==> src/rtl/plx_pkg.sv <==
package plx_pkg;

   typedef enum logic [2:0] {
      ST_IDLE, ST_ARM, ST_PRE, ST_BODY, ST_EOP, ST_CRC, ST_HOLD
   } plx_state_t;

   typedef enum logic [1:0] {
      SYM_PRE  = 2'd0,
      SYM_BYTE = 2'd1,
      SYM_EOP  = 2'd2,
      SYM_CRC  = 2'd3
   } plx_sym_t;

   typedef enum logic [1:0] {
      MED_INFERIOR = 2'd0,
      MED_SUP_ONE  = 2'd1,
      MED_SUP_TWO  = 2'd2
   } plx_med_t;

   // command codes; bit 4 carries leading-zero suppression
   localparam logic [7:0] OP_LZS_BIT = 8'h10;
   localparam logic [7:0] OP_START   = 8'hA6;
   localparam logic [7:0] OP_DATA    = 8'hA2;
   localparam logic [7:0] OP_LAST    = 8'hA4;
   localparam logic [7:0] OP_CONT    = 8'hA0;
   localparam logic [7:0] OP_IDLE    = 8'h00;
   localparam logic [7:0] OP_RESYNC  = 8'h20;

   // confirm codes
   localparam logic [7:0] CFM_QUIET    = 8'h01;
   localparam logic [7:0] CFM_ACTIVE   = 8'h02;
   localparam logic [7:0] CFM_READY    = 8'h10;
   localparam logic [7:0] CFM_DONE     = 8'h40;
   localparam logic [7:0] CFM_UNDERRUN = 8'h80;

endpackage

==> src/rtl/plx_ust_timer.sv <==
module plx_ust_timer #(
   parameter int UST_CYCLES = 16
) (
   input  logic clk,
   input  logic rst_n,
   input  logic resync,
   output logic tick
);
   localparam int CNT_W = (UST_CYCLES > 2) ? $clog2(UST_CYCLES) : 1;
   localparam logic [CNT_W-1:0] CNT_LAST = CNT_W'(UST_CYCLES - 1);

   logic [CNT_W-1:0] cnt_q;

   assign tick = (cnt_q == CNT_LAST);

   always_ff @(posedge clk or negedge rst_n) begin
      if (!rst_n)                cnt_q <= '0;
      else if (resync || tick)   cnt_q <= '0;
      else                       cnt_q <= cnt_q + 1'b1;
   end

   // boundaries are never adjacent; a resync restarts the interval
   assert_tick_gap_R1: assert property (@(posedge clk) disable iff (!rst_n)
      tick |=> !tick);
   assert_resync_phase_R2: assert property (@(posedge clk) disable iff (!rst_n)
      resync |=> !tick);

endmodule

==> src/rtl/plx_crc_acc.sv <==
module plx_crc_acc #(
   parameter int              DATA_W    = 8,
   parameter int              CRC_W     = 16,
   parameter logic [CRC_W-1:0] POLY     = 16'h1021,
   parameter logic [CRC_W-1:0] INIT     = 16'hFFFF,
   parameter bit              LSB_FIRST = 1'b0
) (
   input  logic              clk,
   input  logic              rst_n,
   input  logic              init,
   input  logic              load,
   input  logic [DATA_W-1:0] din,
   output logic [CRC_W-1:0]  crc
);
   logic [CRC_W-1:0] crc_q, crc_nxt;

   if (LSB_FIRST) begin : g_lsb
      logic [CRC_W-1:0] poly_rev;
      always_comb begin
         for (int k = 0; k < CRC_W; k++) poly_rev[k] = POLY[CRC_W-1-k];
      end
      always_comb begin
         logic [CRC_W-1:0] c;
         logic fb;
         c = crc_q;
         for (int i = 0; i < DATA_W; i++) begin
            fb = c[0] ^ din[i];
            c  = c >> 1;
            if (fb) c = c ^ poly_rev;
         end
         crc_nxt = c;
      end
   end else begin : g_msb
      always_comb begin
         logic [CRC_W-1:0] c;
         logic fb;
         c = crc_q;
         for (int i = DATA_W - 1; i >= 0; i--) begin
            fb = c[CRC_W-1] ^ din[i];
            c  = c << 1;
            if (fb) c = c ^ POLY;
         end
         crc_nxt = c;
      end
   end

   always_ff @(posedge clk or negedge rst_n) begin
      if (!rst_n)     crc_q <= INIT;
      else if (init)  crc_q <= INIT;
      else if (load)  crc_q <= crc_nxt;
   end

   assign crc = crc_q;

   assert_crc_preset_R7: assert property (@(posedge clk) disable iff (!rst_n)
      init |=> crc == INIT);
   assert_crc_hold_R7: assert property (@(posedge clk) disable iff (!rst_n)
      (!init && !load) |=> $stable(crc));

endmodule

==> src/rtl/plx_tx_fsm.sv <==
module plx_tx_fsm
   import plx_pkg::*;
#(
   parameter int DATA_W = 8,
   parameter int CRC_W  = 16
) (
   input  logic              clk,
   input  logic              rst_n,
   input  logic              req_stb,
   input  logic [7:0]        req_code,
   input  logic              txb_stb,
   input  logic [DATA_W-1:0] txb_data,
   input  logic              line_busy,
   input  logic              mod_done,
   input  logic              ust_tick,
   input  logic [CRC_W-1:0]  crc_val,
   output logic              ust_resync,
   output logic              crc_init,
   output logic              crc_load,
   output logic [DATA_W-1:0] crc_din,
   output logic              irq,
   output logic [7:0]        cfm,
   output logic [1:0]        med_st,
   output logic              mod_go,
   output logic [1:0]        mod_sym,
   output logic [CRC_W-1:0]  mod_data,
   output logic              mod_lzs
);
   plx_state_t        st_q;
   logic [DATA_W-1:0] buf_q;
   logic              buf_full, buf_lzs, buf_last;
   logic              tail_seen, cur_last, cont_ok, start_lzs;

   logic [7:0] op_base;
   logic       op_lzs, want_start, want_commit, want_cont, want_idle;
   logic       in_pkt, commit_ok, launch, close_ok;

   always_comb begin
      op_base     = req_code & ~OP_LZS_BIT;
      op_lzs      = |(req_code & OP_LZS_BIT);
      want_start  = req_stb && (op_base == OP_START);
      want_commit = req_stb && ((op_base == OP_DATA) || (op_base == OP_LAST));
      want_cont   = req_stb && (req_code == OP_CONT);
      want_idle   = req_stb && (req_code == OP_IDLE);
      ust_resync  = req_stb && ((req_code == OP_IDLE) || (req_code == OP_RESYNC));
      in_pkt      = (st_q == ST_PRE) || (st_q == ST_BODY);
      commit_ok   = want_commit && in_pkt && !buf_full && !tail_seen;
      launch      = mod_done && buf_full &&
                    ((st_q == ST_PRE) || ((st_q == ST_BODY) && !cur_last));
      close_ok    = mod_done && (st_q == ST_BODY) && cur_last && cont_ok;
      crc_init    = (st_q == ST_IDLE) && want_start;
      crc_load    = launch;
      crc_din     = buf_q;
   end

   always_ff @(posedge clk or negedge rst_n) begin
      if (!rst_n) begin
         st_q      <= ST_IDLE;
         buf_q     <= '0;
         buf_full  <= 1'b0;
         buf_lzs   <= 1'b0;
         buf_last  <= 1'b0;
         tail_seen <= 1'b0;
         cur_last  <= 1'b0;
         cont_ok   <= 1'b0;
         start_lzs <= 1'b0;
         irq       <= 1'b0;
         cfm       <= '0;
         med_st    <= MED_INFERIOR;
         mod_go    <= 1'b0;
         mod_sym   <= SYM_PRE;
         mod_data  <= '0;
         mod_lzs   <= 1'b0;
      end else begin
         irq    <= 1'b0;
         mod_go <= 1'b0;
         if (txb_stb) buf_q <= txb_data;
         if (commit_ok) begin
            buf_full  <= 1'b1;
            buf_lzs   <= op_lzs;
            buf_last  <= (op_base == OP_LAST);
            tail_seen <= tail_seen | (op_base == OP_LAST);
         end
         if (want_cont && (st_q == ST_BODY) && cur_last) cont_ok <= 1'b1;

         unique case (st_q)
            ST_IDLE: begin
               if (ust_tick) begin
                  irq <= 1'b1;
                  cfm <= line_busy ? CFM_ACTIVE : CFM_QUIET;
               end
               if (want_start) begin
                  st_q      <= ST_ARM;
                  start_lzs <= op_lzs;
                  buf_full  <= 1'b0;
                  tail_seen <= 1'b0;
                  cur_last  <= 1'b0;
                  cont_ok   <= 1'b0;
               end
            end
            ST_ARM: begin
               if (ust_tick) begin
                  mod_go   <= 1'b1;
                  mod_sym  <= SYM_PRE;
                  mod_data <= '0;
                  mod_lzs  <= start_lzs;
                  irq      <= 1'b1;
                  cfm      <= CFM_READY;
                  med_st   <= MED_SUP_ONE;
                  st_q     <= ST_PRE;
               end
            end
            ST_PRE, ST_BODY: begin
               if (launch) begin
                  mod_go   <= 1'b1;
                  mod_sym  <= SYM_BYTE;
                  mod_data <= CRC_W'(buf_q);
                  mod_lzs  <= buf_lzs;
                  irq      <= 1'b1;
                  cfm      <= CFM_READY;
                  med_st   <= MED_SUP_TWO;
                  cur_last <= buf_last;
                  buf_full <= 1'b0;
                  st_q     <= ST_BODY;
               end else if (close_ok) begin
                  mod_go   <= 1'b1;
                  mod_sym  <= SYM_EOP;
                  mod_data <= '0;
                  mod_lzs  <= 1'b0;
                  st_q     <= ST_EOP;
               end else if (mod_done) begin
                  irq      <= 1'b1;
                  cfm      <= CFM_UNDERRUN;
                  med_st   <= MED_INFERIOR;
                  buf_full <= 1'b0;
                  st_q     <= ST_IDLE;
               end
            end
            ST_EOP: begin
               if (mod_done) begin
                  mod_go   <= 1'b1;
                  mod_sym  <= SYM_CRC;
                  mod_data <= crc_val;
                  mod_lzs  <= 1'b0;
                  st_q     <= ST_CRC;
               end
            end
            ST_CRC: begin
               if (mod_done) begin
                  irq    <= 1'b1;
                  cfm    <= CFM_DONE;
                  med_st <= MED_INFERIOR;
                  st_q   <= ST_HOLD;
               end
            end
            ST_HOLD: begin
               if (want_idle) st_q <= ST_IDLE;
            end
            default: st_q <= ST_IDLE;
         endcase
      end
   end

   // preamble only leaves on a UST boundary
   assert_pre_on_boundary_R2: assert property (@(posedge clk) disable iff (!rst_n)
      (mod_go && mod_sym == SYM_PRE) |-> $past(ust_tick));
   // each byte launch hands the buffer back with a ready interrupt
   assert_byte_ready_R5: assert property (@(posedge clk) disable iff (!rst_n)
      (mod_go && mod_sym == SYM_BYTE) |-> (irq && cfm == CFM_READY && !buf_full));
   // packet tail is silent
   assert_silent_tail_R7: assert property (@(posedge clk) disable iff (!rst_n)
      (mod_go && (mod_sym == SYM_EOP || mod_sym == SYM_CRC)) |-> !irq);
   // held after the final interrupt, no interrupts
   assert_hold_quiet_R8: assert property (@(posedge clk) disable iff (!rst_n)
      (st_q == ST_HOLD && $past(st_q) == ST_HOLD) |-> !irq);
   // a done pulse with nothing to send aborts the packet
   assert_underrun_abort_R9: assert property (@(posedge clk) disable iff (!rst_n)
      (mod_done && in_pkt && !launch && !close_ok) |=>
         (irq && cfm == CFM_UNDERRUN && !mod_go && st_q == ST_IDLE));
   assert_med_legal_R10: assert property (@(posedge clk) disable iff (!rst_n)
      med_st != 2'd3);

endmodule

==> src/rtl/plx_tx_sequencer.sv <==
module plx_tx_sequencer #(
   parameter int              UST_CYCLES    = 16,
   parameter int              DATA_W        = 8,
   parameter int              CRC_W         = 16,
   parameter logic [CRC_W-1:0] CRC_POLY     = 16'h1021,
   parameter logic [CRC_W-1:0] CRC_INIT     = 16'hFFFF,
   parameter bit              CRC_LSB_FIRST = 1'b0
) (
   input  logic              clk,
   input  logic              rst_n,
   input  logic              req_stb,
   input  logic [7:0]        req_code,
   input  logic              txb_stb,
   input  logic [DATA_W-1:0] txb_data,
   input  logic              line_busy,
   input  logic              mod_done,
   output logic              irq,
   output logic [7:0]        cfm,
   output logic [1:0]        med_st,
   output logic              mod_go,
   output logic [1:0]        mod_sym,
   output logic [CRC_W-1:0]  mod_data,
   output logic              mod_lzs
);
   if (UST_CYCLES < 4) begin : g_bad_ust
      $error("UST_CYCLES must be at least 4");
   end
   if (DATA_W < 1 || CRC_W < DATA_W) begin : g_bad_width
      $error("CRC_W must be at least DATA_W, and DATA_W positive");
   end

   logic              ust_tick, ust_resync, crc_init, crc_load;
   logic [DATA_W-1:0] crc_din;
   logic [CRC_W-1:0]  crc_val;

   plx_ust_timer #(.UST_CYCLES(UST_CYCLES)) u_timer (
      .clk    (clk),
      .rst_n  (rst_n),
      .resync (ust_resync),
      .tick   (ust_tick)
   );

   plx_crc_acc #(
      .DATA_W    (DATA_W),
      .CRC_W     (CRC_W),
      .POLY      (CRC_POLY),
      .INIT      (CRC_INIT),
      .LSB_FIRST (CRC_LSB_FIRST)
   ) u_crc (
      .clk   (clk),
      .rst_n (rst_n),
      .init  (crc_init),
      .load  (crc_load),
      .din   (crc_din),
      .crc   (crc_val)
   );

   plx_tx_fsm #(.DATA_W(DATA_W), .CRC_W(CRC_W)) u_fsm (
      .clk        (clk),
      .rst_n      (rst_n),
      .req_stb    (req_stb),
      .req_code   (req_code),
      .txb_stb    (txb_stb),
      .txb_data   (txb_data),
      .line_busy  (line_busy),
      .mod_done   (mod_done),
      .ust_tick   (ust_tick),
      .crc_val    (crc_val),
      .ust_resync (ust_resync),
      .crc_init   (crc_init),
      .crc_load   (crc_load),
      .crc_din    (crc_din),
      .irq        (irq),
      .cfm        (cfm),
      .med_st     (med_st),
      .mod_go     (mod_go),
      .mod_sym    (mod_sym),
      .mod_data   (mod_data),
      .mod_lzs    (mod_lzs)
   );

endmodule

==> config.mk <==
export PLATFORM = sky130hd
export DESIGN_NAME = plx_tx_sequencer
export DESIGN_NICKNAME = d
export VERILOG_FILES = /design/src/rtl/plx_pkg.sv /design/src/rtl/plx_ust_timer.sv /design/src/rtl/plx_crc_acc.sv /design/src/rtl/plx_tx_fsm.sv /design/src/rtl/plx_tx_sequencer.sv
export SDC_FILE = /design/constraint.sdc
export NUM_CORES = 1
export LEC_CHECK = 0
export ABC_AREA = 1
export CAP_MARGIN = 15
export CORE_UTILIZATION = 55
export DETAILED_ROUTE_END_ITERATION = 6
export PLACE_DENSITY = 0.81
export SLEW_MARGIN = 20
export SYNTH_ARGS = -nofsm -noshare
export SYNTH_HDL_FRONTEND = slang
export SYNTH_SLANG_ARGS = --single-unit
export TNS_END_PERCENT = 100
==> constraint.sdc <==
create_clock -name clk -period 3.8 [get_ports clk]
set_clock_uncertainty 0.05 [all_clocks]
set_input_delay 0.38 -clock clk [delete_from_list [all_inputs] [get_ports clk]]
set_output_delay 0.38 -clock clk [all_outputs]
set_load 0.02 [all_outputs]
==> impl_summary.log <==
INFO  metric io_buffer_count = 49
INFO  metric ys_seq_area_frac = 0.485
INFO  metric drt_iter0_markers = 197
INFO  metric timing.slew.headroom = 0.425
INFO  metric final-setup-viol-count = 0
INFO  metric drt_first_pass_iters = 6
INFO  metric cell_type_with_the_highest_occurrence_count_on_the_critical_path = sky130_fd_sc_hd__nand2_1
INFO  metric preCtsSetupSlack = 557 ps
INFO  metric crit_path_start_kind = flop
INFO  metric clock-sinks = 66
INFO  metric worstMarginPinSlew = 860 ps
INFO  metric synth.area.top_cells = sky130_fd_sc_hd__dfrtp_1, sky130_fd_sc_hd__nand2_1, sky130_fd_sc_hd__dfstp_2
INFO  metric warnings_from_yosys = 0
INFO  metric grt_max_degree = 48
INFO  metric h_tree_levels = 3
INFO  metric fin_setup_tns = 0 ps
INFO  metric syn2layout_area_growth = 19.8%
INFO  metric path_clk_slew = 70 ps
INFO  metric cp_top_family = simple AND/OR/NAND/NOR gates
INFO  metric share_clk_of_total_power = 0.205
INFO  metric worst_skew_pair.late_latency = 340 ps
INFO  metric syn-cell-area = 3440 sq um
INFO  metric power.share.combinational = 0.406
INFO  metric via_count_of_the_first_global_routing_pass = 2919
INFO  metric hpwl_after_detailed_placement = 5730 um
INFO  metric switching_power = 0.00122 W
INFO  metric floorplan.rows = 28
INFO  metric yosys_register_bits = 66
INFO  metric clock_path_buffers = 2
INFO  metric path_cells = nor2_8, nand4_4, inv_2, nor2_2, nand2_1, o21ai_1, nand2_1
INFO  metric track_usage = 0.274
INFO  metric synth_largest_type_area_fraction = 0.363
INFO  metric grt_antenna_before_repair = 0
INFO  metric period_needed = 3040 ps
INFO  metric grt_setup_unrepaired = false
INFO  metric layout_setup_ws = 756 ps
INFO  metric worst_path_max_delay_cell = sky130_fd_sc_hd__dfrtp_1
INFO  metric slowest_delay = 640 ps
INFO  metric layout.nets = 506
INFO  metric final_max_slew_viol_count = 0
INFO  metric clock_tree_from_tritoncts = done
INFO  metric post_cts.repair.setup_buffers = 0
INFO  metric start_util = 0.575
INFO  metric timing.setup.critical_path_class = flop to flop
INFO  metric worst-endpoint-arrival = 3230 ps
INFO  metric antenna-diode-count = 0
INFO  metric final_antenna_net_count = 0
INFO  metric wire_length_of_the_first_global_routing_pass = 13400 um
INFO  metric status = finished with violations
INFO  metric die_w = 81.1 um
INFO  metric critical_path_required = 3980 ps
INFO  metric floorplan.core_area = 5990 sq um
INFO  metric cap_viol_max_count = 0
INFO  metric routed_wl = 8200 um
INFO  metric synth_cells = 438
INFO  metric netSwitchingFraction = 0.398
INFO  metric synth.largest_area_cell = sky130_fd_sc_hd__dfrtp_1
INFO  metric hold_slack = -6.49 ps
INFO  metric timing.hold.worst.class = primary input to asynchronous set/reset pin
INFO  metric numCtsBuffers = 9
INFO  metric violations = hold timing
INFO  metric route.detailed.wl_per_inst = 14.6 um
INFO  metric post_cts_resized = 0
INFO  metric power_density = 744 nW/um^2
INFO  metric cellLeakagePower = 2.08 nW
INFO  metric final_core_utilization = 0.689
INFO  metric die_area = 6580 sq um
INFO  metric kind_of_end_point_of_the_critical_path = flop
INFO  metric dr_total_vias = 3073
INFO  metric period_share = 0.801
INFO  metric routabilityCongestion = 0.862
INFO  metric synth_cell_type_count = 31
INFO  metric overflow = 0
INFO  metric maxClockFrequency = 329 MHz
INFO  metric root_buffer = sky130_fd_sc_hd__clkbuf_8
INFO  metric io_pins = 53
INFO  metric ctsHoldBuffers = 0
INFO  metric drt_drc_violations_left = 0
INFO  metric share_seq_of_total_power = 0.389
INFO  metric internal_power = 0.00185 W
INFO  metric avgViaCountPerCell = 5.46
INFO  metric fp.dieH = 81.1 um
INFO  metric critPathMaxFanout = 28
INFO  metric post_synth.cell_area_avg = 7.86 sq um
INFO  metric worst_ir_drop_vdd = 0.413 mV
INFO  metric share_of_final_layout_standard_cells_stronger_than_drive_strength_1 = 0.0861
INFO  metric worstPathBufferInverterCount = 1
INFO  metric finalHoldViolCount = 11
[flip-flops by register name, summed over array words and instances, names as in the netlist]
name,count
u_fsm.tail_seen,1
u_fsm.mod_data,16
u_fsm.mod_go,1
u_fsm.crc_din,8
u_fsm.irq,1
u_fsm.mod_sym,2
u_fsm.start_lzs,1
u_fsm.cur_last,1
u_fsm.buf_full,1
u_fsm.med_st,2
u_fsm.cont_ok,1
u_crc.crc,16
u_fsm.buf_lzs,1
u_timer.cnt_q,4
u_fsm.mod_lzs,1
u_fsm.buf_last,1
u_fsm.st_q,3
u_fsm.cfm,5
[per-layer routing]
metal | share of wire | wire length [um] | global-route usage | vias up
met1 | 0.44 | 3570 | 0.351 | 1464
met5 | 0 | 0 | 0 | -
met3 | 0.050 | 411 | 0.0539 | 23
li1 | - | - | - | 1493
met2 | 0.48 | 3970 | 0.439 | 93
met4 | 0.029 | 240 | 0.141 | 0
[path summary, 6_finish.rpt]
kind / startpoint / end / slack (ps) / cells after the start
setup / recovery: u_fsm.st_q[2] / u_fsm.mod_sym[1] / 760 / 7
hold / removal: rst_n / u_fsm.mod_data[14] / -6 / 1
setup reg to reg: u_fsm.st_q[2] / u_fsm.mod_sym[1] / 760 / 7
hold reg to reg: u_timer.cnt_q[0] / u_timer.cnt_q[0] / 410 / 1
max in group asynchronous: rst_n / u_crc.crc[6] / 2940 / 2
min in group clk: u_timer.cnt_q[0] / u_timer.cnt_q[0] / 410 / 1
[per-stage QoR]
step | cells | cell area (sq um) | total power, W | hold slack (ps)
3_3_place_gp | 547 | 3920 | 0.00239 | 396
5_1_grt | 563 | 4130 | 0.00327 | 31.2
2_1_floorplan | 440 | 3450 | 0.00201 | 34.4
4_1_cts | 563 | 4120 | 0.00307 | 209
3_5_place_dp | 547 | 3920 | 0.00243 | 403
6_report | 563 | 4130 | 0.00307 | -6.49
[power groups by stage]
stage	registers (W)	logic, W	clock network [W]
5_1_grt	0.00122	0.00138	0.000664
3_5_place_dp	0.00120	0.00123	0
3_3_place_gp	0.00119	0.00120	0
4_1_cts	0.00119	0.00124	0.000634
6_report	0.00119	0.00125	0.000630
2_1_floorplan	0.00125	0.000763	0
[cell usage in the layout (no fill, tap or decap), drive strengths merged]
cell type / synthesis / layout
inv: 44 / 44
buf: 16 / 3
dfstp: 16 / 16
clkinv: 1 / 2
nor2: 27 / 27
nand3b: 1 / 1
xnor2: 8 / 8
o22ai: 8 / 8
clkdlybuf4s50: 0 / 48
conb: 1 / 3
o21ai: 26 / 26
nand3: 71 / 71
xor2: 7 / 7
o21bai: 2 / 2
o211ai: 2 / 2
nand4: 9 / 9
clkbuf: 3 / 13
and3: 1 / 1
bufinv: 0 / 2
dfrtp: 50 / 50
ha: 1 / 1
nor3: 3 / 3
nand2b: 1 / 1
nand2: 139 / 139
a21oi: 1 / 1
[area by class of cell]
type                    count  area (sq um)
well taps                  75          93.8
repair buffers             51           503
fillers                   491          1870
multi-input cells         310          1480
flip-flops and latches     66          1670
clock buffers              13           139
inverters                  45           169
clock inverters             3          65.1
[cell families (layout without fill, tap and decap cells)]
group,after synthesis,in the layout,synth area share
other,1,3,0.00109
buffers and inverters,64,112,0.0861
adders and majority gates,1,1,0.00363
xor gates and xnor gates,15,15,0.0381
AOI/OAI and AO/OA,39,39,0.0625
DFF,66,66,0.485
and+or+nand+nor,252,252,0.323
[synth_stat cells]
library cell / number
sky130_fd_sc_hd__xor2_1: 7
sky130_fd_sc_hd__nand4_1: 8
sky130_fd_sc_hd__clkbuf_1: 3
sky130_fd_sc_hd__inv_2: 4
sky130_fd_sc_hd__xnor2_1: 8
sky130_fd_sc_hd__nand2_2: 1
sky130_fd_sc_hd__inv_1: 40
sky130_fd_sc_hd__o211ai_1: 2
sky130_fd_sc_hd__dfstp_2: 16
sky130_fd_sc_hd__and3_1: 1
sky130_fd_sc_hd__o22ai_1: 8
sky130_fd_sc_hd__ha_1: 1
sky130_fd_sc_hd__conb_1: 1
sky130_fd_sc_hd__nand4_4: 1
sky130_fd_sc_hd__nor2_1: 22
sky130_fd_sc_hd__o21bai_1: 2
sky130_fd_sc_hd__nor3_1: 3
sky130_fd_sc_hd__buf_6: 3
sky130_fd_sc_hd__buf_2: 6
sky130_fd_sc_hd__nand3b_1: 1
sky130_fd_sc_hd__nor2_2: 4
sky130_fd_sc_hd__nand3_1: 71
sky130_fd_sc_hd__o21ai_0: 24
sky130_fd_sc_hd__o21ai_1: 2
sky130_fd_sc_hd__buf_4: 7
sky130_fd_sc_hd__nand2b_1: 1
sky130_fd_sc_hd__nand2_1: 138
sky130_fd_sc_hd__nor2_8: 1
sky130_fd_sc_hd__dfrtp_1: 50
sky130_fd_sc_hd__clkinv_1: 1
sky130_fd_sc_hd__a21oi_1: 1
Power figures use the tool's default switching activity.
